## config.mk

```make
export PLATFORM = sky130hd
export DESIGN_NAME = irq_fiq_ctrl
export DESIGN_NICKNAME = d
export VERILOG_FILES = /design/src/rtl/icu_pkg.sv /design/src/rtl/icu_decode.sv /design/src/rtl/icu_regs.sv /design/src/rtl/icu_route.sv /design/src/rtl/icu_rdmux.sv /design/src/rtl/irq_fiq_ctrl.sv
export SDC_FILE = /design/constraint.sdc
export NUM_CORES = 1
export LEC_CHECK = 0
export CAP_MARGIN = 20
export CORE_ASPECT_RATIO = 0.75
export CORE_UTILIZATION = 35
export CTS_CLUSTER_DIAMETER = 200
export DETAILED_ROUTE_END_ITERATION = 12
export PLACE_DENSITY = 0.56
export SYNTH_ARGS = -nofsm -noshare
export SYNTH_HDL_FRONTEND = slang
export SYNTH_SLANG_ARGS = --single-unit
```

## constraint.sdc

```tcl
create_clock -name clk -period 1.3 [get_ports clk]
set_input_delay 0.26 -clock clk [delete_from_list [all_inputs] [get_ports clk]]
set_output_delay 0.26 -clock clk [all_outputs]
set_load 0.03 [all_outputs]
```

## src/rtl/icu_pkg.sv

```systemverilog
package icu_pkg;
  localparam int unsigned OFS_IRQ_STAT = 'h00;
  localparam int unsigned OFS_FIQ_STAT = 'h04;
  localparam int unsigned OFS_EN_SET   = 'h08;
  localparam int unsigned OFS_EN_CLR   = 'h0C;
  localparam int unsigned OFS_STEER    = 'h10;

  typedef enum logic [2:0] {
    SEL_IRQ_STAT,
    SEL_FIQ_STAT,
    SEL_EN_SET,
    SEL_EN_CLR,
    SEL_STEER,
    SEL_NONE
  } reg_sel_e;
endpackage

```

## src/rtl/icu_decode.sv

```systemverilog
module icu_decode
  import icu_pkg::*;
#(
  parameter int ADDR_W = 8
) (
  input  logic [ADDR_W-1:0] addr,
  output reg_sel_e          sel
);
  always_comb begin
    if (addr == ADDR_W'(OFS_IRQ_STAT))      sel = SEL_IRQ_STAT;
    else if (addr == ADDR_W'(OFS_FIQ_STAT)) sel = SEL_FIQ_STAT;
    else if (addr == ADDR_W'(OFS_EN_SET))   sel = SEL_EN_SET;
    else if (addr == ADDR_W'(OFS_EN_CLR))   sel = SEL_EN_CLR;
    else if (addr == ADDR_W'(OFS_STEER))    sel = SEL_STEER;
    else                                    sel = SEL_NONE;
  end
endmodule

```

## src/rtl/icu_regs.sv

```systemverilog
module icu_regs
  import icu_pkg::*;
#(
  parameter int SRC_W = 32
) (
  input  logic             clk,
  input  logic             rst,
  input  logic             wr_en,
  input  reg_sel_e         sel,
  input  logic [SRC_W-1:0] wdata,
  output logic [SRC_W-1:0] en_q,
  output logic [SRC_W-1:0] steer_q
);
  always_ff @(posedge clk) begin
    if (rst) begin
      en_q    <= '0;
      steer_q <= '0;
    end else if (wr_en) begin
      case (sel)
        SEL_EN_SET: en_q    <= en_q | wdata;
        SEL_EN_CLR: en_q    <= en_q & ~wdata;
        SEL_STEER:  steer_q <= wdata;
        default:    ;
      endcase
    end
  end


  regs_reset_chk: assert property (@(posedge clk) rst |=> (en_q == '0) && (steer_q == '0));

  en_set_chk: assert property (@(posedge clk) disable iff (rst)
    (wr_en && sel == SEL_EN_SET) |=> ((en_q & $past(wdata)) == $past(wdata)) &&
      ((en_q & ~$past(wdata)) == ($past(en_q) & ~$past(wdata))));

  en_clr_chk: assert property (@(posedge clk) disable iff (rst)
    (wr_en && sel == SEL_EN_CLR) |=> ((en_q & $past(wdata)) == '0) &&
      ((en_q & ~$past(wdata)) == ($past(en_q) & ~$past(wdata))));

  en_hold_chk: assert property (@(posedge clk) disable iff (rst)
    !(wr_en && (sel == SEL_EN_SET || sel == SEL_EN_CLR)) |=> $stable(en_q));

  steer_hold_chk: assert property (@(posedge clk) disable iff (rst)
    !(wr_en && sel == SEL_STEER) |=> $stable(steer_q));
endmodule

```

## src/rtl/icu_route.sv

```systemverilog
module icu_route #(
  parameter int SRC_W = 32
) (
  input  logic             clk,
  input  logic             rst,
  input  logic [SRC_W-1:0] src_in,
  input  logic [SRC_W-1:0] en_q,
  input  logic [SRC_W-1:0] steer_q,
  output logic [SRC_W-1:0] irq_stat,
  output logic [SRC_W-1:0] fiq_stat,
  output logic             irq_o,
  output logic             fiq_o
);
  for (genvar n = 0; n < SRC_W; n++) begin : g_src
    logic live;
    assign live        = src_in[n] & en_q[n];
    assign irq_stat[n] = live & ~steer_q[n];
    assign fiq_stat[n] = live & steer_q[n];
  end

  always_ff @(posedge clk) begin
    if (rst) begin
      irq_o <= 1'b0;
      fiq_o <= 1'b0;
    end else begin
      irq_o <= |irq_stat;
      fiq_o <= |fiq_stat;
    end
  end


  out_reset_chk: assert property (@(posedge clk) rst |=> !irq_o && !fiq_o);

  stat_disjoint_chk: assert property (@(posedge clk) disable iff (rst) (irq_stat & fiq_stat) == '0);

  irq_follow_chk: assert property (@(posedge clk) disable iff (rst)
    !$past(rst) |-> irq_o == ($past(src_in & en_q & ~steer_q) != '0));

  fiq_follow_chk: assert property (@(posedge clk) disable iff (rst)
    !$past(rst) |-> fiq_o == ($past(src_in & en_q & steer_q) != '0));
endmodule

```

## src/rtl/icu_rdmux.sv

```systemverilog
module icu_rdmux
  import icu_pkg::*;
#(
  parameter int SRC_W = 32
) (
  input  logic             clk,
  input  logic             rst,
  input  logic             rd_en,
  input  reg_sel_e         sel,
  input  logic [SRC_W-1:0] irq_stat,
  input  logic [SRC_W-1:0] fiq_stat,
  input  logic [SRC_W-1:0] en_q,
  input  logic [SRC_W-1:0] steer_q,
  output logic [SRC_W-1:0] rdata
);
  logic [SRC_W-1:0] rd_next;

  always_comb begin
    case (sel)
      SEL_IRQ_STAT: rd_next = irq_stat;
      SEL_FIQ_STAT: rd_next = fiq_stat;
      SEL_EN_SET:   rd_next = en_q;
      SEL_STEER:    rd_next = steer_q;
      default:      rd_next = '0;
    endcase
  end

  always_ff @(posedge clk) begin
    if (rst)        rdata <= '0;
    else if (rd_en) rdata <= rd_next;
  end


  rd_hold_chk: assert property (@(posedge clk) disable iff (rst) !rd_en |=> $stable(rdata));

  rd_unmapped_chk: assert property (@(posedge clk) disable iff (rst)
    (rd_en && (sel == SEL_NONE || sel == SEL_EN_CLR)) |=> rdata == '0);

  rd_irq_chk: assert property (@(posedge clk) disable iff (rst)
    (rd_en && sel == SEL_IRQ_STAT) |=> rdata == $past(irq_stat));
endmodule

```

## src/rtl/irq_fiq_ctrl.sv

```systemverilog
module irq_fiq_ctrl
  import icu_pkg::*;
#(
  parameter int ADDR_W = 8,
  parameter int SRC_W  = 32
) (
  input  logic              clk,
  input  logic              rst,
  input  logic              wr_en,
  input  logic              rd_en,
  input  logic [ADDR_W-1:0] addr,
  input  logic [SRC_W-1:0]  wdata,
  output logic [SRC_W-1:0]  rdata,
  input  logic [SRC_W-1:0]  src_in,
  output logic              irq_o,
  output logic              fiq_o
);
  reg_sel_e         sel;
  logic [SRC_W-1:0] en_q, steer_q, irq_stat, fiq_stat;

  icu_decode #(.ADDR_W(ADDR_W)) u_dec (.addr(addr), .sel(sel));

  icu_regs #(.SRC_W(SRC_W)) u_regs (
    .clk(clk), .rst(rst), .wr_en(wr_en), .sel(sel), .wdata(wdata),
    .en_q(en_q), .steer_q(steer_q)
  );

  icu_route #(.SRC_W(SRC_W)) u_route (
    .clk(clk), .rst(rst), .src_in(src_in), .en_q(en_q), .steer_q(steer_q),
    .irq_stat(irq_stat), .fiq_stat(fiq_stat), .irq_o(irq_o), .fiq_o(fiq_o)
  );

  icu_rdmux #(.SRC_W(SRC_W)) u_rd (
    .clk(clk), .rst(rst), .rd_en(rd_en), .sel(sel), .irq_stat(irq_stat),
    .fiq_stat(fiq_stat), .en_q(en_q), .steer_q(steer_q), .rdata(rdata)
  );
endmodule

```

==> metrics.md <==
| Metric | Value |
|---|---|
| Avg WL per Cell | around 21 um |
| Port Buffers | 109 |
| Average size of a mapped cell | 8.518 um2 |
| Antenna Cells | 0 |
| Post-synth ARST share | 0% |
| Yosys reg bits | 98 |
| Post-synthesis cell type count | 31 |
| Post-synth EDFFs | 0 |
| Clk root buf | clkbuf_16 |
| Status | finished clean |
| Total core area | between 10000 and 15000 um2 |
| Top_reg_cell synth | dfxtp_1 |
| Total of max-cap violations | 0 |
| # DRC | 0 |
| 1st-iter DRT viols | 467 |
| Worst Hold Class | primary input to flip-flop |
| Largest net degree at the start of global routing | 53 |
| Clock Pin Slew Worst Setup and Hold Paths | 0.07 ns |
| Die height | 106.1 um |
| Bufs on Longest Clock Path | 2 |
| # nets final | 848 |
| Cell count after synthesis | 594 |
| CTS Sinks | between 90 and 100 |
| Post-synthesis sequential area ratio | 38.77% |
| Worst EP required | 1.51 ns |
| Dpl hpwl | about 13000 um |
| Worst Skew | 0.009696 ns |
| I/O pin count | 110 |
| Hold-fix buffers, CTS | 0 |
| First-pass detailed-route iteration total | 6 |
| Post-route ant nets | 0 |
| Power per cell area | 906.1 nW/um2 |
| CTS H-tree depth | 3 |
| Die width | 140.8 um |
| Crit path max fanout | 4 |
| RePlAce Congestion | between 0.8 and 0.9 |
| Crit path kind | primary input to flip-flop |
| Finish-stage setup viols | 0 |
| Clk_lat worst skew | 0.35 ns |
| Area growth from synthesis to layout | 53.12% |
| Die area | 14950 um2 |
| Share of post-route cells with drive strength above 1 | ~24% |
| Post-route insts no fill | approximately 950 |
| Rel. slew slack | a little under three quarters |
| Fin worst setup slack | 0.004384 ns |
| Rows | 37 |
| Mapped Area | a little over 5000 um2 |
| First-pass GRT wire length | 28500 um |
| Worst-margin pin slew | 0.4315 ns |
| GRT Util Overall | 25.37% |
| Total CTS buffers | 9 |
| Min cycle time layout | 1.296 ns |
| Fmax | 771.8 MHz |
| Final Hold Violating Endpoints | 0 |
| Syn Nets | 670 |
| Critical path arrival | 1.51 ns |
| Static leakage | 3.292 nW |
| Post-Route WL | 20000 um |
| VDD IR max | a little over 0.7 mV |
| Initial Util | 36.43% |
| Dpl cells | 924 |
| Via count | ~5.5k |
| Vias in the first global route | 5104 |
| Ys Warns | 0 |
| Grt ovf | 0 |
| CTS tree | built |
| Crit. End Element | flip-flop |
| Vias/cell | 5.803 |
| RSZ-0062 raised after global routing | yes |
| Startpoint Class | primary input |
| Final worst path period share | 99.66% |
| Place WS | -0.7047 ns |
| Antenna violations before repair | 0 |
| Fin. max-slew vios | 0 |
==> cells in the mapped netlist (10+ instances only) <==
cell type,instances,share of area [%]
a21oi_1,34,3.4
clkbuf_1,14,1.0
dfxtp_1,98,39
o32ai_1,32,5.5
nand2b_1,32,4.0
nor2_1,37,2.7
nand2_1,94,7.0
a31oi_1,32,4.0
o22ai_1,14,1.7
buf_2,10,0.99
mux2i_1,64,13
inv_1,32,2.4
a22o_1,32,5.5
nand3_1,24,2.4
==> report_power, final <==
group / total (mW) / leakage [nW] / switching (mW) / internal [mW]
logic: 0.746 / 2.32 / 0.355 / 0.391
clock network: 3.27 / 0.176 / 1.27 / 2.00
registers: 3.00 / 0.791 / 0.00129 / 3.00
total: 7.02 / 3.29 / 1.63 / 5.39
==> through the flow <==
stage	power (mW)	TNS (ns)	instance area [um2]	hold WS (ns)	utilization (%)
3_3_place_gp	3.776	-50.45	6983	0.4642	50.28
3_5_place_dp	3.782	-52.68	6983	0.4723	50.28
6_report	7.020	0	7747	0.3081	55.78
5_1_grt	7.213	-0.08957	7747	0.3276	55.78
2_1_floorplan	3.287	0	5060	0.4039	-
4_1_cts	7.011	0	7515	0.3090	54.11
==> area by class of cell <==
cell class                 instances  area, um2
sequential                        98       1969
clock inverter                     5      107.6
clock buffer                      11      252.7
tap                              175      219.0
inverter                          32      120.1
timing repair buffer             207       2197
multi-input combinational        424       2882
fill                            1268       6141
==> logic make-up after synthesis <==
kind of cell,share of synthesized area [%]
AO/OA/AOI/OAI,22.06
AND/OR/NAND/NOR,18.82
multiplexers,12.66
buffers and inverters,7.518
flip-flops,38.77
XOR/XNOR,0.1731
==> critical path, stage by stage <==
cell and delay (ns):
clkdlybuf4s50_1 0.48, nand2_1 0.11, o22ai_1 0.08, nor4_1 0.29, buf_4 0.17, a41oi_1 0.12
==> final timing paths <==
check                                    endpoint      startpoint  cells after the start  slack [ns]
worst max-delay path                u_route.irq_o       src_in[5]                      6       0.004
worst min-delay path            u_regs.steer_q[1]             rst                      3        0.31
worst min register to register     u_rd.rdata[26]  u_rd.rdata[26]                      1        0.49
worst max register to register      u_route.irq_o       flip-flop                      5        0.01
==> cell usage in the layout (no fill, tap or decap), types with 6 or more instances in the layout <==
cell type / n
a21oi_1: 34
a22o_1: 32
a31oi_1: 32
buf_12: 25
buf_4: 93
clkbuf_16: 13
clkdlybuf4s50_1: 57
dfxtp_1: 94
dlymetal6s2s_1: 7
inv_1: 32
mux2i_1: 63
nand2_1: 90
nand2b_1: 32
nand3_1: 20
nor2_1: 33
o2111ai_1: 6
o22ai_1: 13
o32ai_1: 28
==> metal layers <==
layer  share of wire [%]  GRT usage [%]
met2                  42          37.99
met5                   0              0
met3                 8.7          4.955
met1                  47          36.48
met4                 2.3          7.764
==> timing repair <==
item | in CTS | in global routing
endpoints found under the setup margin | 99 | 87
pin swaps | 5 | 9
cloned | 3 | 6
setup buffers | 2 | 2
resized for setup | 37 | 35
endpoints found under the hold margin | 0 | 0
Note: power is estimated with default switching activity, not from simulation.
